**config.mk**
```make
export PLATFORM = sky130hd
export DESIGN_NAME = regseq
export DESIGN_NICKNAME = d
export VERILOG_FILES = /design/src/rtl/regseq_pkg.sv /design/src/rtl/regseq_param_reg.sv /design/src/rtl/regseq_settle_timer.sv /design/src/rtl/regseq_fsm.sv /design/src/rtl/regseq.sv
export SDC_FILE = /design/constraint.sdc
export NUM_CORES = 1
export LEC_CHECK = 0
export BUFFER_PORTS_ARGS = -buffer_cell sky130_fd_sc_hd__clkbuf_2
export CELL_PAD_IN_SITES_DETAIL_PLACEMENT = 0
export CELL_PAD_IN_SITES_GLOBAL_PLACEMENT = 2
export CORE_MARGIN = 3
export CORE_UTILIZATION = 31
export CTS_CLUSTER_SIZE = 8
export DETAILED_ROUTE_END_ITERATION = 12
export GPL_TIMING_DRIVEN = 0
export PLACE_DENSITY = 0.75
export SETUP_SLACK_MARGIN = 0.15
export SLEW_MARGIN = 20
export SYNTH_ARGS = -nofsm -noshare
export SYNTH_HDL_FRONTEND = slang
export SYNTH_HIERARCHICAL = 1
export SYNTH_SLANG_ARGS = --single-unit
```
**constraint.sdc**
```tcl
create_clock -name clk -period 1.8 [get_ports clk]
set_clock_uncertainty 0.1 [all_clocks]
set_input_delay 0.36 -clock clk [delete_from_list [all_inputs] [get_ports clk]]
set_output_delay 0.36 -clock clk [all_outputs]
set_load 0.01 [all_outputs]
```
**src/rtl/regseq_pkg.sv**
```systemverilog
package regseq_pkg;
  typedef enum logic [2:0] {
    ST_IDLE   = 3'd0,
    ST_LOAD   = 3'd1,
    ST_SETTLE = 3'd2,
    ST_START  = 3'd3,
    ST_WAIT   = 3'd4,
    ST_RESP   = 3'd5
  } seq_state_t;
endpackage

```
**src/rtl/regseq_param_reg.sv**
```systemverilog
module regseq_param_reg #(
  parameter int ADDR_W = 8,
  parameter int DATA_W = 8,
  parameter logic [ADDR_W-1:0] AUTO_ADDR = 1
) (
  input  logic              clk,
  input  logic              rst_n,
  input  logic              accept,
  input  logic              load_en,
  input  logic              req_write,
  input  logic              req_auto,
  input  logic [ADDR_W-1:0] req_addr,
  input  logic [DATA_W-1:0] req_wdata,
  output logic              held_auto,
  output logic [ADDR_W-1:0] xcv_addr,
  output logic              xcv_rnw,
  output logic [DATA_W-1:0] xcv_wdata
);
  logic              h_write;
  logic [ADDR_W-1:0] h_addr;
  logic [DATA_W-1:0] h_wdata;

  // capture the request at the accepting edge
  always_ff @(posedge clk) begin
    if (!rst_n) begin
      h_write   <= 1'b0;
      held_auto <= 1'b0;
      h_addr    <= '0;
      h_wdata   <= '0;
    end else if (accept) begin
      h_write   <= req_write;
      held_auto <= req_auto;
      h_addr    <= req_addr;
      h_wdata   <= req_wdata;
    end
  end

  // transceiver-facing lines change only in the load step
  always_ff @(posedge clk) begin
    if (!rst_n) begin
      xcv_addr  <= '0;
      xcv_rnw   <= 1'b1;
      xcv_wdata <= '0;
    end else if (load_en) begin
      xcv_addr  <= held_auto ? AUTO_ADDR : h_addr;
      xcv_rnw   <= held_auto | ~h_write;
      xcv_wdata <= h_wdata;
    end
  end

  AST_AUTO_IS_READ: assert property (@(posedge clk) disable iff (!rst_n)
    $past(load_en) && held_auto |-> xcv_rnw);
endmodule

```
**src/rtl/regseq_settle_timer.sv**
```systemverilog
module regseq_settle_timer #(
  parameter int CYC = 3
) (
  input  logic clk,
  input  logic rst_n,
  input  logic clear,
  input  logic run,
  output logic expired
);
  localparam int CW = $clog2(CYC + 1);
  logic [CW-1:0] cnt;

  assign expired = run && (cnt == CW'(CYC - 1));

  always_ff @(posedge clk) begin
    if (!rst_n)               cnt <= '0;
    else if (clear)           cnt <= '0;
    else if (run && !expired) cnt <= cnt + 1'b1;
  end

  AST_SETTLE_BOUND: assert property (@(posedge clk) disable iff (!rst_n)
    run |-> cnt < CW'(CYC));
endmodule

```
**src/rtl/regseq_fsm.sv**
```systemverilog
module regseq_fsm
  import regseq_pkg::*;
#(
  parameter int DATA_W = 8
) (
  input  logic              clk,
  input  logic              rst_n,
  input  logic              req_valid,
  input  logic              settle_done,
  input  logic              xcv_done,
  input  logic              is_read,
  input  logic [DATA_W-1:0] xcv_rdata,
  output logic              req_ready,
  output logic              busy,
  output logic              accept,
  output logic              load_en,
  output logic              timer_clear,
  output logic              timer_run,
  output logic              xcv_start,
  output logic              rsp_valid,
  output logic [DATA_W-1:0] rsp_rdata
);
  seq_state_t st, st_nx;

  assign req_ready   = (st == ST_IDLE);
  assign busy        = ~req_ready;
  assign accept      = req_ready & req_valid;
  assign load_en     = (st == ST_LOAD);
  assign timer_clear = load_en;
  assign timer_run   = (st == ST_SETTLE);
  assign xcv_start   = (st == ST_START);
  assign rsp_valid   = (st == ST_RESP);

  always_comb begin
    st_nx = st;
    unique case (st)
      ST_IDLE:   if (req_valid)   st_nx = ST_LOAD;
      ST_LOAD:                    st_nx = ST_SETTLE;
      ST_SETTLE: if (settle_done) st_nx = ST_START;
      ST_START:                   st_nx = ST_WAIT;
      ST_WAIT:   if (xcv_done)    st_nx = ST_RESP;
      ST_RESP:                    st_nx = ST_IDLE;
      default:                    st_nx = ST_IDLE;
    endcase
  end

  always_ff @(posedge clk) begin
    if (!rst_n) st <= ST_IDLE;
    else        st <= st_nx;
  end

  always_ff @(posedge clk) begin
    if (!rst_n)
      rsp_rdata <= '0;
    else if (st == ST_WAIT && xcv_done && is_read)
      rsp_rdata <= xcv_rdata;
  end

  AST_RSP_AFTER_DONE: assert property (@(posedge clk) disable iff (!rst_n)
    rsp_valid |-> $past(xcv_done));
  AST_RSP_ONE_CYCLE: assert property (@(posedge clk) disable iff (!rst_n)
    rsp_valid |=> !rsp_valid);
  AST_RDATA_HELD: assert property (@(posedge clk) disable iff (!rst_n)
    !rsp_valid |-> $stable(rsp_rdata));
  AST_START_PULSE: assert property (@(posedge clk) disable iff (!rst_n)
    xcv_start |=> !xcv_start);
  AST_BUSY_FROM_REQ: assert property (@(posedge clk) disable iff (!rst_n)
    $rose(busy) |-> $past(req_valid));
endmodule

```
**src/rtl/regseq.sv**
```systemverilog
module regseq #(
  parameter int ADDR_W = 8,
  parameter int DATA_W = 8,
  parameter int SETTLE_CYC = 3,
  parameter logic [ADDR_W-1:0] AUTO_ADDR = 1
) (
  input  logic              clk,
  input  logic              rst_n,
  input  logic              req_valid,
  output logic              req_ready,
  input  logic              req_write,
  input  logic              req_auto,
  input  logic [ADDR_W-1:0] req_addr,
  input  logic [DATA_W-1:0] req_wdata,
  output logic              busy,
  output logic              rsp_valid,
  output logic [DATA_W-1:0] rsp_rdata,
  output logic [ADDR_W-1:0] xcv_addr,
  output logic              xcv_rnw,
  output logic [DATA_W-1:0] xcv_wdata,
  output logic              xcv_start,
  input  logic              xcv_done,
  input  logic [DATA_W-1:0] xcv_rdata
);
  logic accept, load_en, t_clear, t_run, t_exp, held_auto;

  regseq_param_reg #(.ADDR_W(ADDR_W), .DATA_W(DATA_W), .AUTO_ADDR(AUTO_ADDR)) u_prm (
    .clk(clk), .rst_n(rst_n), .accept(accept), .load_en(load_en),
    .req_write(req_write), .req_auto(req_auto), .req_addr(req_addr),
    .req_wdata(req_wdata), .held_auto(held_auto),
    .xcv_addr(xcv_addr), .xcv_rnw(xcv_rnw), .xcv_wdata(xcv_wdata)
  );

  regseq_settle_timer #(.CYC(SETTLE_CYC)) u_tmr (
    .clk(clk), .rst_n(rst_n), .clear(t_clear), .run(t_run), .expired(t_exp)
  );

  regseq_fsm #(.DATA_W(DATA_W)) u_fsm (
    .clk(clk), .rst_n(rst_n), .req_valid(req_valid), .settle_done(t_exp),
    .xcv_done(xcv_done), .is_read(xcv_rnw), .xcv_rdata(xcv_rdata),
    .req_ready(req_ready), .busy(busy), .accept(accept), .load_en(load_en),
    .timer_clear(t_clear), .timer_run(t_run), .xcv_start(xcv_start),
    .rsp_valid(rsp_valid), .rsp_rdata(rsp_rdata)
  );

  AST_LINES_SETTLED: assert property (@(posedge clk) disable iff (!rst_n)
    xcv_start |-> $stable(xcv_addr) && $stable(xcv_rnw) && $stable(xcv_wdata));
  AST_AUTO_ADDR: assert property (@(posedge clk) disable iff (!rst_n)
    xcv_start && held_auto |-> xcv_addr == AUTO_ADDR);
  AST_NO_START_IDLE: assert property (@(posedge clk) disable iff (!rst_n)
    xcv_start |-> busy);
endmodule

```
==> results of run 1 <==
[worst max-delay path: cells and delay by family, from the launching register on]
| family | cells | cell delay (ns) |
|---|---|---|
| flip-flops | 1 | 0.31 |
| AND/OR/NAND/NOR | 1 | 0.38 |
| buffers and inverters | 3 | 0.32 |
[worst max path at each step]
stage	start	to	slack, ns	cells past startpoint
finish	u_fsm/st[1]	req_ready	0.04	4
global placement	u_fsm/st[1]	u_prm/h_wdata[1]	0.002	8
floorplan	u_fsm/st[1]	u_prm/h_addr[0]	0.05	8
global route	u_fsm/st[2]	req_ready	-0.005	4
detailed placement	u_fsm/st[1]	u_prm/h_wdata[6]	-0.007	8
CTS	u_fsm/st[2]	req_ready	0.02	4
[metrics by stage]
| stage | total power [W] | std cells |
|---|---|---|
| 3_5_place_dp | 0.00154 | 323 |
| 4_1_cts | 0.00224 | 339 |
| 3_3_place_gp | 0.00154 | 323 |
| 2_1_floorplan | 0.00143 | 190 |
| 5_1_grt | 0.00234 | 339 |
| 6_report | 0.00221 | 339 |
[routing by layer]
| layer | share of wire (%) | vias to the layer above | GRT usage, % |
|---|---|---|---|
| met5 | 0 | - | 0 |
| met4 | 1.2 | 0 | 3.82 |
| met3 | 7.1 | 6 | 3.99 |
| met2 | 43 | 41 | 18.7 |
| met1 | 49 | 656 | 17.1 |
| li1 | - | 775 | - |
[Yosys cell counts (2+ instances only)]
cell,number
and3b_1,2
nor3b_1,4
nor2b_1,28
clkbuf_1,2
nor2_1,4
inv_1,2
buf_6,4
o21ai_0,7
mux2i_1,35
nand2_1,23
xnor2_1,2
nand3b_1,7
dfxtp_1,48
buf_2,5
[state kept, by name, indices dropped and copies added (netlist names)]
name and flops:
u_tmr/cnt 2, u_fsm/rsp_rdata 8, u_fsm/st 3, u_prm/xcv_addr 8, u_prm/xcv_rnw 1, u_prm/xcv_wdata 8
u_prm/h_write 1, u_prm/held_auto 1, u_prm/h_addr 8, u_prm/h_wdata 8
[cell families (layout without fill, tap and decap cells)]
kind of cell             Yosys count  in the layout  synth area share, %
AND/OR/NAND/NOR                   76             76                 23.0
flip-flops                        48             48                 48.1
multiplexers                      35             35                 17.5
buffers and inverters             16             90                 5.89
AO/OA/AOI/OAI                     12             12                 4.01
XOR/XNOR                           2              2                0.877
adder cells (fa/ha/maj)            1              1                0.626
[final cells by class]
cell class | count | area, µm²
clock inverters | 3 | 18.8
flip-flops and latches | 48 | 962
well taps | 75 | 93.8
plain buffers | 14 | 125
repair buffers | 66 | 404
clock buffers | 5 | 68.8
multi-input cells | 126 | 951
inverters | 2 | 10.0
fillers | 624 | 3460
[power by group through the flow]
stage	sequential, W	combinational [W]	clock (W)
after detailed placement	0.00117	0.000367	0
final	0.00115	0.000432	0.000629
after global placement	0.00117	0.000366	0
after floorplan	0.00117	0.000259	0
after CTS	0.00115	0.000427	0.000665
after global routing	0.00115	0.000475	0.000708
[what timing repair did]
item | 4_1_cts | 5_1_grt
endpoints found under the setup margin | 17 | 39
gates cloned | 1 | 0
buffers inserted | 7 | 0
pin swaps | 1 | 3
resized for setup | 9 | 9
==> flow_metrics.env, run 1 <==
export IMPL_status="complete, no violations"
export IMPL_synth_top_area_cell="dfxtp_1"
export IMPL_drtIter0Drc=38
export IMPL_fin_ws_ns=0.0418
export IMPL_drive_above_1_share_pct=37.5
export IMPL_finalHoldViolCount=0
export IMPL_path_clk_slew_ns=0.09
export IMPL_reg2reg_to="u_prm/h_write"
export IMPL_grt_pass1_wl_um=7230
export IMPL_r2r_setup_slack_ns=0.08
export IMPL_drc=0
export IMPL_maxCapViolCount=0
export IMPL_p_int_w=0.00163
export IMPL_cts_hold_buffers=0
export IMPL_power_density_nw_per_um2=838
export IMPL_clockBufferDepth=2
export IMPL_die_area_um2=7450
export IMPL_finish_utilization_pct=43.2
export IMPL_holdPathStages=3
export IMPL_finalSetupViolations=0
export IMPL_stdcell_area_um2=2630
export IMPL_first_global_vias=1423
export IMPL_netlist_area_leader_share_pct=48.1
export IMPL_port_buffers=58
export IMPL_path_max_fanout=10
export IMPL_ctsRootBufferMaster="clkbuf_8"
export IMPL_final_common_cell="clkbuf_2"
export IMPL_vias=1478
export IMPL_clkSinkCount=48
export IMPL_end_kind="primary output"
export IMPL_cp_slowest_cell="or3_4"
export IMPL_syn_area_um2=2000
export IMPL_power_share_clock_pct=28.5
export IMPL_whs_ns=0.182
export IMPL_p_seq_share_pct=51.9
export IMPL_rsz0062_at_grt="true"
export IMPL_async_flop_share_pct=0
export IMPL_ys_seq_area_share_pct=48.1
export IMPL_track_usage_pct=12.4
export IMPL_globalRouteOverflowTotal=0
export IMPL_wirelength_um=4360
export IMPL_clock_fmax_ghz=0.569
export IMPL_gp_routability_congestion=0.680
export IMPL_io_pins=59
export IMPL_avgRoutedWirePerCell_um=12.9
export IMPL_startpoint_type="flip-flop"
export IMPL_finalNetCount=294
export IMPL_syn_num_nets=221
export IMPL_ys_types=31
export IMPL_yosysWarnings=6
export IMPL_switchingPower_w=0.000577
export IMPL_ant_nets=0
export IMPL_syn_to_final_growth_pct=31.8
export IMPL_slew_headroom_pct=64.7
export IMPL_vdd_drop_max_mv=0.345
export IMPL_h_tree_depth=2
export IMPL_cts_tree="yes"
export IMPL_insertion_delay_ns=0.30
export IMPL_required_ns=1.34
export IMPL_min_delay_start="xcv_rdata[7]"
export IMPL_fin_crit_sh_pct=97.7
export IMPL_postSynthAreaPerCell_um2=10.5
export IMPL_post_place_ws_ns=-0.00657
export IMPL_reg2regPathDepth=8
export IMPL_hold_end="u_fsm/rsp_rdata[7]"
export IMPL_r2r_start="u_fsm/st[1]"
export IMPL_layout_common_cells="clkbuf_2 (56), dfxtp_1 (47), mux2i_1 (35)"
export IMPL_worst_path_largest_cell_delay_ns=0.38
export IMPL_num_rows=28
export IMPL_numCtsBuffers=5
export IMPL_die_h_um=86.3
export IMPL_core_area_um2=6100
export IMPL_post_route_min_period_ns=1.76
export IMPL_worstSetupPathType="reg2out"
export IMPL_slew_viol_final=0
export IMPL_finalSetupTns_ns=0
export IMPL_worstPathCellList="buf_6 > or3_4 > inv_4 > buf_2"
export IMPL_grt_start_max_net_pins=16
export IMPL_antenna_found_initial=0
export IMPL_worst_pin_slew_ns=0.528
export IMPL_leakagePower_nw=1.11
export IMPL_drt_first_pass_iters=4
export IMPL_hpwl_um=2990
export IMPL_die_x_um=86.3
export IMPL_yosys_top_cells_area="dfxtp_1 (48%), mux2i_1 (18%), nor2b_1 (8.8%), nand2_1 (4.3%), nand3b_1 (2.6%)"
export IMPL_ys_ff_latch=48
export IMPL_start_util_pct=32.8
export IMPL_viasPerCell=4.36
export IMPL_num_antenna_cells=0
export IMPL_min_path_type="in2reg"
export IMPL_ys_flop_type="dfxtp_1"
export IMPL_synth_edf_count=0
export IMPL_combPwrFrac_pct=19.6
export IMPL_crit_arrival_ns=1.30
export IMPL_syn_inst=190
export IMPL_netSwitchingFraction_pct=26.1
export IMPL_postPlaceCellArea_um2=2400
No activity file was read; power rests on OpenSTA's default activity.
==> inputs of run 2 (changes only) <==
- ABC_AREA: default -> 1
- CORE_UTILIZATION: 31 -> 30
- CTS_BUF_LIST: default -> sky130_fd_sc_hd__clkbuf_8
- PLACE_DENSITY: 0.75 -> 0.79
==> run 2 against run 1 <==
  * Sequential share of layout area is 0.50 points higher
  * Global-route usage is 0.70 points higher
  * Clock power is 8.6% higher
  * Area after synthesis is 4.1% higher
  * Fmax is 12% higher
  * Sequential cell count stayed put
  * First-iteration DRC count is 34% higher
  * Hold slack better by 0.0019 ns
  * Utilization is 3.3 points lower
  * Cell area is 1.1% lower
  * Count of clock-buffer cells in the layout is 1 higher
  * Synthesized cell count is 43% higher
  * Largest cell class unchanged
==> flow_metrics.env, run 2 <==
export IMPL_final_common_cell="nor2_1"
export IMPL_h_tree_depth=2
export IMPL_rsz0062_at_grt="false"
export IMPL_wirelength_um=4850
export IMPL_post_route_min_period_ns=1.56
export IMPL_power_share_clock_pct=24.4
export IMPL_die_x_um=89.3
export IMPL_drtIter0Drc=51
export IMPL_synthTopCellsByCount="nor2_1 (69), dfxtp_1 (48), inv_1 (34), nand2_1 (32), o21ai_0 (16)"
export IMPL_postSynthAreaPerCell_um2=7.68
export IMPL_syn_area_um2=2080
export IMPL_slew_viol_final=0
export IMPL_cts_hold_buffers=0
export IMPL_netSwitchingFraction_pct=32.9
export IMPL_antenna_found_initial=0
export IMPL_clock_fmax_ghz=0.639
export IMPL_grt_pass1_wl_um=8290
export IMPL_cts_tree="yes"
export IMPL_path_max_fanout=5
export IMPL_multi_input_area_um2=817
export IMPL_ys_flop_type="dfxtp_1"
export IMPL_vdd_drop_max_mv=0.521
export IMPL_drc=0
export IMPL_core_area_um2=6530
export IMPL_num_antenna_cells=0
export IMPL_fill_cells=700
export IMPL_leakagePower_nw=1.28
export IMPL_synth_top_area_cell="dfxtp_1"
export IMPL_clkSinkCount=48
export IMPL_regArea_um2=965
export IMPL_stdcell_area_um2=2610
export IMPL_drive_above_1_share_pct=31.1
export IMPL_ctsRootBufferMaster="clkbuf_8"
export IMPL_yosys_cell_count_top_type="nor2_1"
export IMPL_drt_first_pass_iters=4
export IMPL_ys_types=25
export IMPL_die_h_um=89.3
export IMPL_hpwl_um=3450
export IMPL_ys_seq_area_share_pct=46.2
export IMPL_start_util_pct=31.9
export IMPL_port_buffers=58
export IMPL_switchingPower_w=0.000923
export IMPL_maxCapViolCount=0
export IMPL_layout_cells_non_filler=418
export IMPL_viasPerCell=4.40
export IMPL_globalRouteOverflowTotal=0
export IMPL_finalNetCount=371
export IMPL_die_area_um2=7970
export IMPL_status="complete, no violations"
export IMPL_synth_edf_count=0
export IMPL_whs_ns=0.184
export IMPL_p_seq_share_pct=46.6
export IMPL_gp_routability_congestion=0.733
export IMPL_syn_num_nets=302
export IMPL_finalSetupTns_ns=0
export IMPL_end_kind="primary output"
export IMPL_clockBufferDepth=2
export IMPL_yosys_top_cells_area="dfxtp_1 (46%), nor2_1 (12%), inv_1 (6.1%), nand2_1 (5.8%), o21ai_0 (3.8%)"
export IMPL_finalHoldViolCount=0
export IMPL_vias=1839
export IMPL_async_flop_share_pct=0
export IMPL_slew_headroom_pct=70.7
export IMPL_finalSetupViolations=0
export IMPL_path_clk_slew_ns=0.09
export IMPL_combPwrFrac_pct=29.0
export IMPL_finish_utilization_pct=39.9
export IMPL_avgRoutedWirePerCell_um=11.6
export IMPL_syn_to_final_growth_pct=25.2
export IMPL_fin_crit_sh_pct=86.9
export IMPL_power_density_nw_per_um2=1080
export IMPL_required_ns=1.34
export IMPL_worst_pin_slew_ns=0.439
export IMPL_num_rows=29
export IMPL_ant_nets=0
export IMPL_syn_inst=271
export IMPL_ys_ff_latch=48
export IMPL_p_int_w=0.00188
export IMPL_netlist_area_leader_share_pct=46.2
export IMPL_postPlaceCellArea_um2=2470
export IMPL_layout_common_cells="nor2_1 (68), clkbuf_2 (58), dfxtp_1 (45)"
export IMPL_crit_arrival_ns=1.10
export IMPL_min_path_type="in2reg"
export IMPL_first_global_vias=1801
export IMPL_grt_start_max_net_pins=16
export IMPL_numCtsBuffers=5
export IMPL_io_pins=59
export IMPL_placed_cells=406
export IMPL_yosysWarnings=6
export IMPL_insertion_delay_ns=0.29
export IMPL_track_usage_pct=13.1
export IMPL_startpoint_type="flip-flop"
export IMPL_worstSetupPathType="reg2out"
==> run 2: cell families after synthesis <==
family | count (synthesis) | synth area share (%)
compound gates | 39 | 9.62
fa+ha+maj | 1 | 0.601
buf+inv | 54 | 14.9
flops | 48 | 46.2
simple gates | 129 | 28.7
==> run 2: metrics by stage <==
| stage | setup slack [ns] | total power, W |
|---|---|---|
| 3_5_place_dp | 0.130 | 0.00211 |
| 6_report | 0.235 | 0.00281 |
| 4_1_cts | 0.174 | 0.00282 |
| 5_1_grt | 0.162 | 0.00301 |
| 2_1_floorplan | 0.307 | 0.00187 |
| 3_3_place_gp | 0.0973 | 0.00211 |
==> run 2: power by group through the flow <==
stage | Combinational, W | Clock [W] | Sequential, W
6_report | 0.000815 | 0.000683 | 0.00131
5_1_grt | 0.000927 | 0.000755 | 0.00133
4_1_cts | 0.000799 | 0.000716 | 0.00131
3_5_place_dp | 0.000782 | 0 | 0.00133
3_3_place_gp | 0.000779 | 0 | 0.00133
2_1_floorplan | 0.000527 | 0 | 0.00134
==> run 2: layout make-up <==
class                           instances  share of cell area [%]
Buffer                                 13                    5.09
Timing Repair Buffer                   62                    12.3
Inverter                               41                    6.82
Tap cell                               77                    3.70
Sequential cell                        48                    37.0
Multi-Input combinational cell        169                    31.4
Clock inverter                          2                   0.528
Clock buffer                            6                    3.17
==> run 2: worst max-delay path: stages, from the launching register on <==
cell	delay [ns]
dfxtp_2	0.36
nor2_4	0.12
buf_6	0.11
nand2_2	0.06
inv_1	0.05
clkbuf_2	0.12
==> run 2: path summary, 6_finish.rpt <==
path	startpoint	slack, ns	end	cells after the start
max	u_fsm/st[0]	0.24	req_ready	5
min	req_addr[3]	0.18	u_prm/h_addr[3]	3
max reg2reg	u_fsm/st[1]	0.37	u_prm/xcv_wdata[3]	8
min reg2reg	u_prm/xcv_addr[1]	0.37	u_prm/xcv_addr[1]	2
==> run 2: what timing repair did <==
item	in CTS	in global routing
gates resized for setup	1	4
pin swaps	1	0
endpoints found under the setup margin	12	15
setup buffers	1	3
==> run 2: routing by layer <==
| layer | global-route usage (%) | vias to the layer above | part of all wire, % |
|---|---|---|---|
| li1 | - | 980 | - |
| met1 | 17.5 | 808 | 49 |
| met2 | 21.6 | 46 | 45 |
| met3 | 2.95 | 5 | 5.8 |
| met4 | 3.25 | 0 | 0.95 |
| met5 | 0 | - | 0 |
==> inputs of run 3 (changes only) <==
- BUFFER_PORTS_ARGS: -buffer_cell sky130_fd_sc_hd__clkbuf_2 -> -buffer_cell sky130_fd_sc_hd__buf_2
- CTS_CLUSTER_DIAMETER: default -> 120
==> run 3 against run 2 <==
  * Hold slack got worse by 0.0040 ns
  * Combinational power about the same
  * Worst setup slack improved by 0.015 ns
  * Cell area down 0.43%
  * Count of clock-buffer cells in the layout shrank 1
  * First-iteration DRC count rose by 18%
  * Utilization shrank 0.17 points
  * Critical endpoint unchanged
  * Register-to-register slack got worse by 0.05 ns
  * Final cell count did not move
==> flow_metrics.env, run 3 (same netlist as run 2, synthesis figures left out) <==
export IMPL_status="complete, no violations"
export IMPL_ctsRootBufferMaster="clkbuf_8"
export IMPL_postPlaceCellArea_um2=2470
export IMPL_leakagePower_nw=1.29
export IMPL_crit_start="u_fsm/st[0]"
export IMPL_worst_path_largest_cell_delay_ns=0.37
export IMPL_worstPathCellList="nor2_4 > buf_6 > nand2_2 > inv_1 > buf_2"
export IMPL_crit_arrival_ns=1.09
export IMPL_required_ns=1.34
export IMPL_vdd_drop_max_mv=0.410
export IMPL_gp_routability_congestion=0.727
export IMPL_placed_cells=406
export IMPL_finalSetupTns_ns=0
export IMPL_final_common_cell="nor2_1"
export IMPL_slew_viol_final=0
export IMPL_die_h_um=89.3
export IMPL_ant_nets=0
export IMPL_r2r_start="u_fsm/st[0]"
export IMPL_num_antenna_cells=0
export IMPL_worstSetupPathType="reg2out"
export IMPL_stdcell_area_um2=2590
export IMPL_layout_common_cells="nor2_1 (69), buf_2 (58), dfxtp_1 (45)"
export IMPL_finalHoldViolCount=0
export IMPL_min_delay_start="req_wdata[6]"
export IMPL_post_route_min_period_ns=1.55
export IMPL_finalSetupViolations=0
export IMPL_drc=0
export IMPL_power_density_nw_per_um2=1070
export IMPL_insertion_delay_ns=0.29
export IMPL_fin_crit_sh_pct=86.1
export IMPL_worst_pin_slew_ns=0.453
export IMPL_end_kind="primary output"
export IMPL_min_path_type="in2reg"
export IMPL_drtIter0Drc=60
export IMPL_r2r_setup_slack_ns=0.32
export IMPL_numCtsBuffers=5
export IMPL_drive_above_1_share_pct=30.8
export IMPL_maxCapViolCount=0
export IMPL_clkSinkCount=48
export IMPL_hpwl_um=3450
export IMPL_num_rows=29
export IMPL_rsz0062_at_grt="false"
export IMPL_clockBufferDepth=2
export IMPL_antenna_found_initial=0
export IMPL_track_usage_pct=13.2
export IMPL_grt_pass1_wl_um=8220
export IMPL_io_pins=59
export IMPL_layout_cells_non_filler=418
export IMPL_clock_fmax_ghz=0.645
export IMPL_viasPerCell=4.37
export IMPL_grt_start_max_net_pins=16
export IMPL_avgRoutedWirePerCell_um=11.8
export IMPL_path_clk_slew_ns=0.09
export IMPL_h_tree_depth=2
export IMPL_cp_slowest_cell="dfxtp_2"
export IMPL_startpoint_type="flip-flop"
export IMPL_finalNetCount=371
export IMPL_post_place_ws_ns=0.127
export IMPL_core_area_um2=6530
export IMPL_cts_hold_buffers=0
export IMPL_wirelength_um=4940
export IMPL_syn_to_final_growth_pct=24.7
export IMPL_drt_first_pass_iters=4
export IMPL_fin_ws_ns=0.251
export IMPL_die_area_um2=7970
export IMPL_slew_headroom_pct=69.8
export IMPL_first_global_vias=1795
export IMPL_port_buffers=58
export IMPL_cts_tree="yes"
export IMPL_start_util_pct=31.9
export IMPL_vias=1827
export IMPL_die_x_um=89.3
export IMPL_path_max_fanout=5
export IMPL_globalRouteOverflowTotal=0
[run 3: repair_timing]
item                                    4_1_cts  5_1_grt
setup buffers                                 1        3
resized for setup                             1        3
endpoints found under the setup margin       12       15
gates cloned                                  0        0
pin swaps                                     1        0
[run 3: path summary, 6_finish.rpt]
kind | to | cells after the start
hold / removal | u_prm/h_wdata[6] | 3
hold reg to reg | u_prm/xcv_addr[1] | 2
setup / recovery | req_ready | 5
setup reg to reg | u_prm/h_addr[0] | 9
[run 3: metal layers]
metal  GRT usage (%)  vias to the layer above  wire, µm
li1                -                      981         -
met1            16.9                      807      2410
met2            22.0                       37      2220
met3            3.78                        2       290
met4            3.25                        0        29
met5               0                        -         0
[run 3: power breakdown]
part / total [W] / internal [W] / switching (W) / leakage, nW
Combinational: 0.000816 / 0.000356 / 0.000459 / 0.847
Sequential: 0.00131 / 0.00121 / 0.0000955 / 0.394
Clock: 0.000640 / 0.000272 / 0.000369 / 0.0479
Total: 0.00276 / 0.00184 / 0.000923 / 1.29
[run 3: worst max-delay path: cells and delay by family, from the launching register on]
| kind | cells | cell delay (ns) |
|---|---|---|
| AND/OR/NAND/NOR | 2 | 0.17 |
| flip-flops | 1 | 0.37 |
| buffers and inverters | 3 | 0.27 |
[run 3: cell type report]
cell class                      count  area [µm²]
Fill cell                         738        3940
Multi-Input combinational cell    169         815
Sequential cell                    48         965
Buffer                             13         133
Tap cell                           77        96.3
Clock inverter                      3        18.8
Inverter                           41         178
Clock buffer                        5        68.8
Timing Repair Buffer               62         320
[run 3: through the flow]
stage | utilization [%] | hold slack, ns | total power [W]
finish | 39.7 | 0.180 | 0.00276
global route | 39.7 | 0.180 | 0.00297
CTS | 39.3 | 0.173 | 0.00278
detailed placement | 37.8 | 0.358 | 0.00211
global placement | 37.8 | 0.357 | 0.00211
floorplan | - | 0.349 | 0.00187
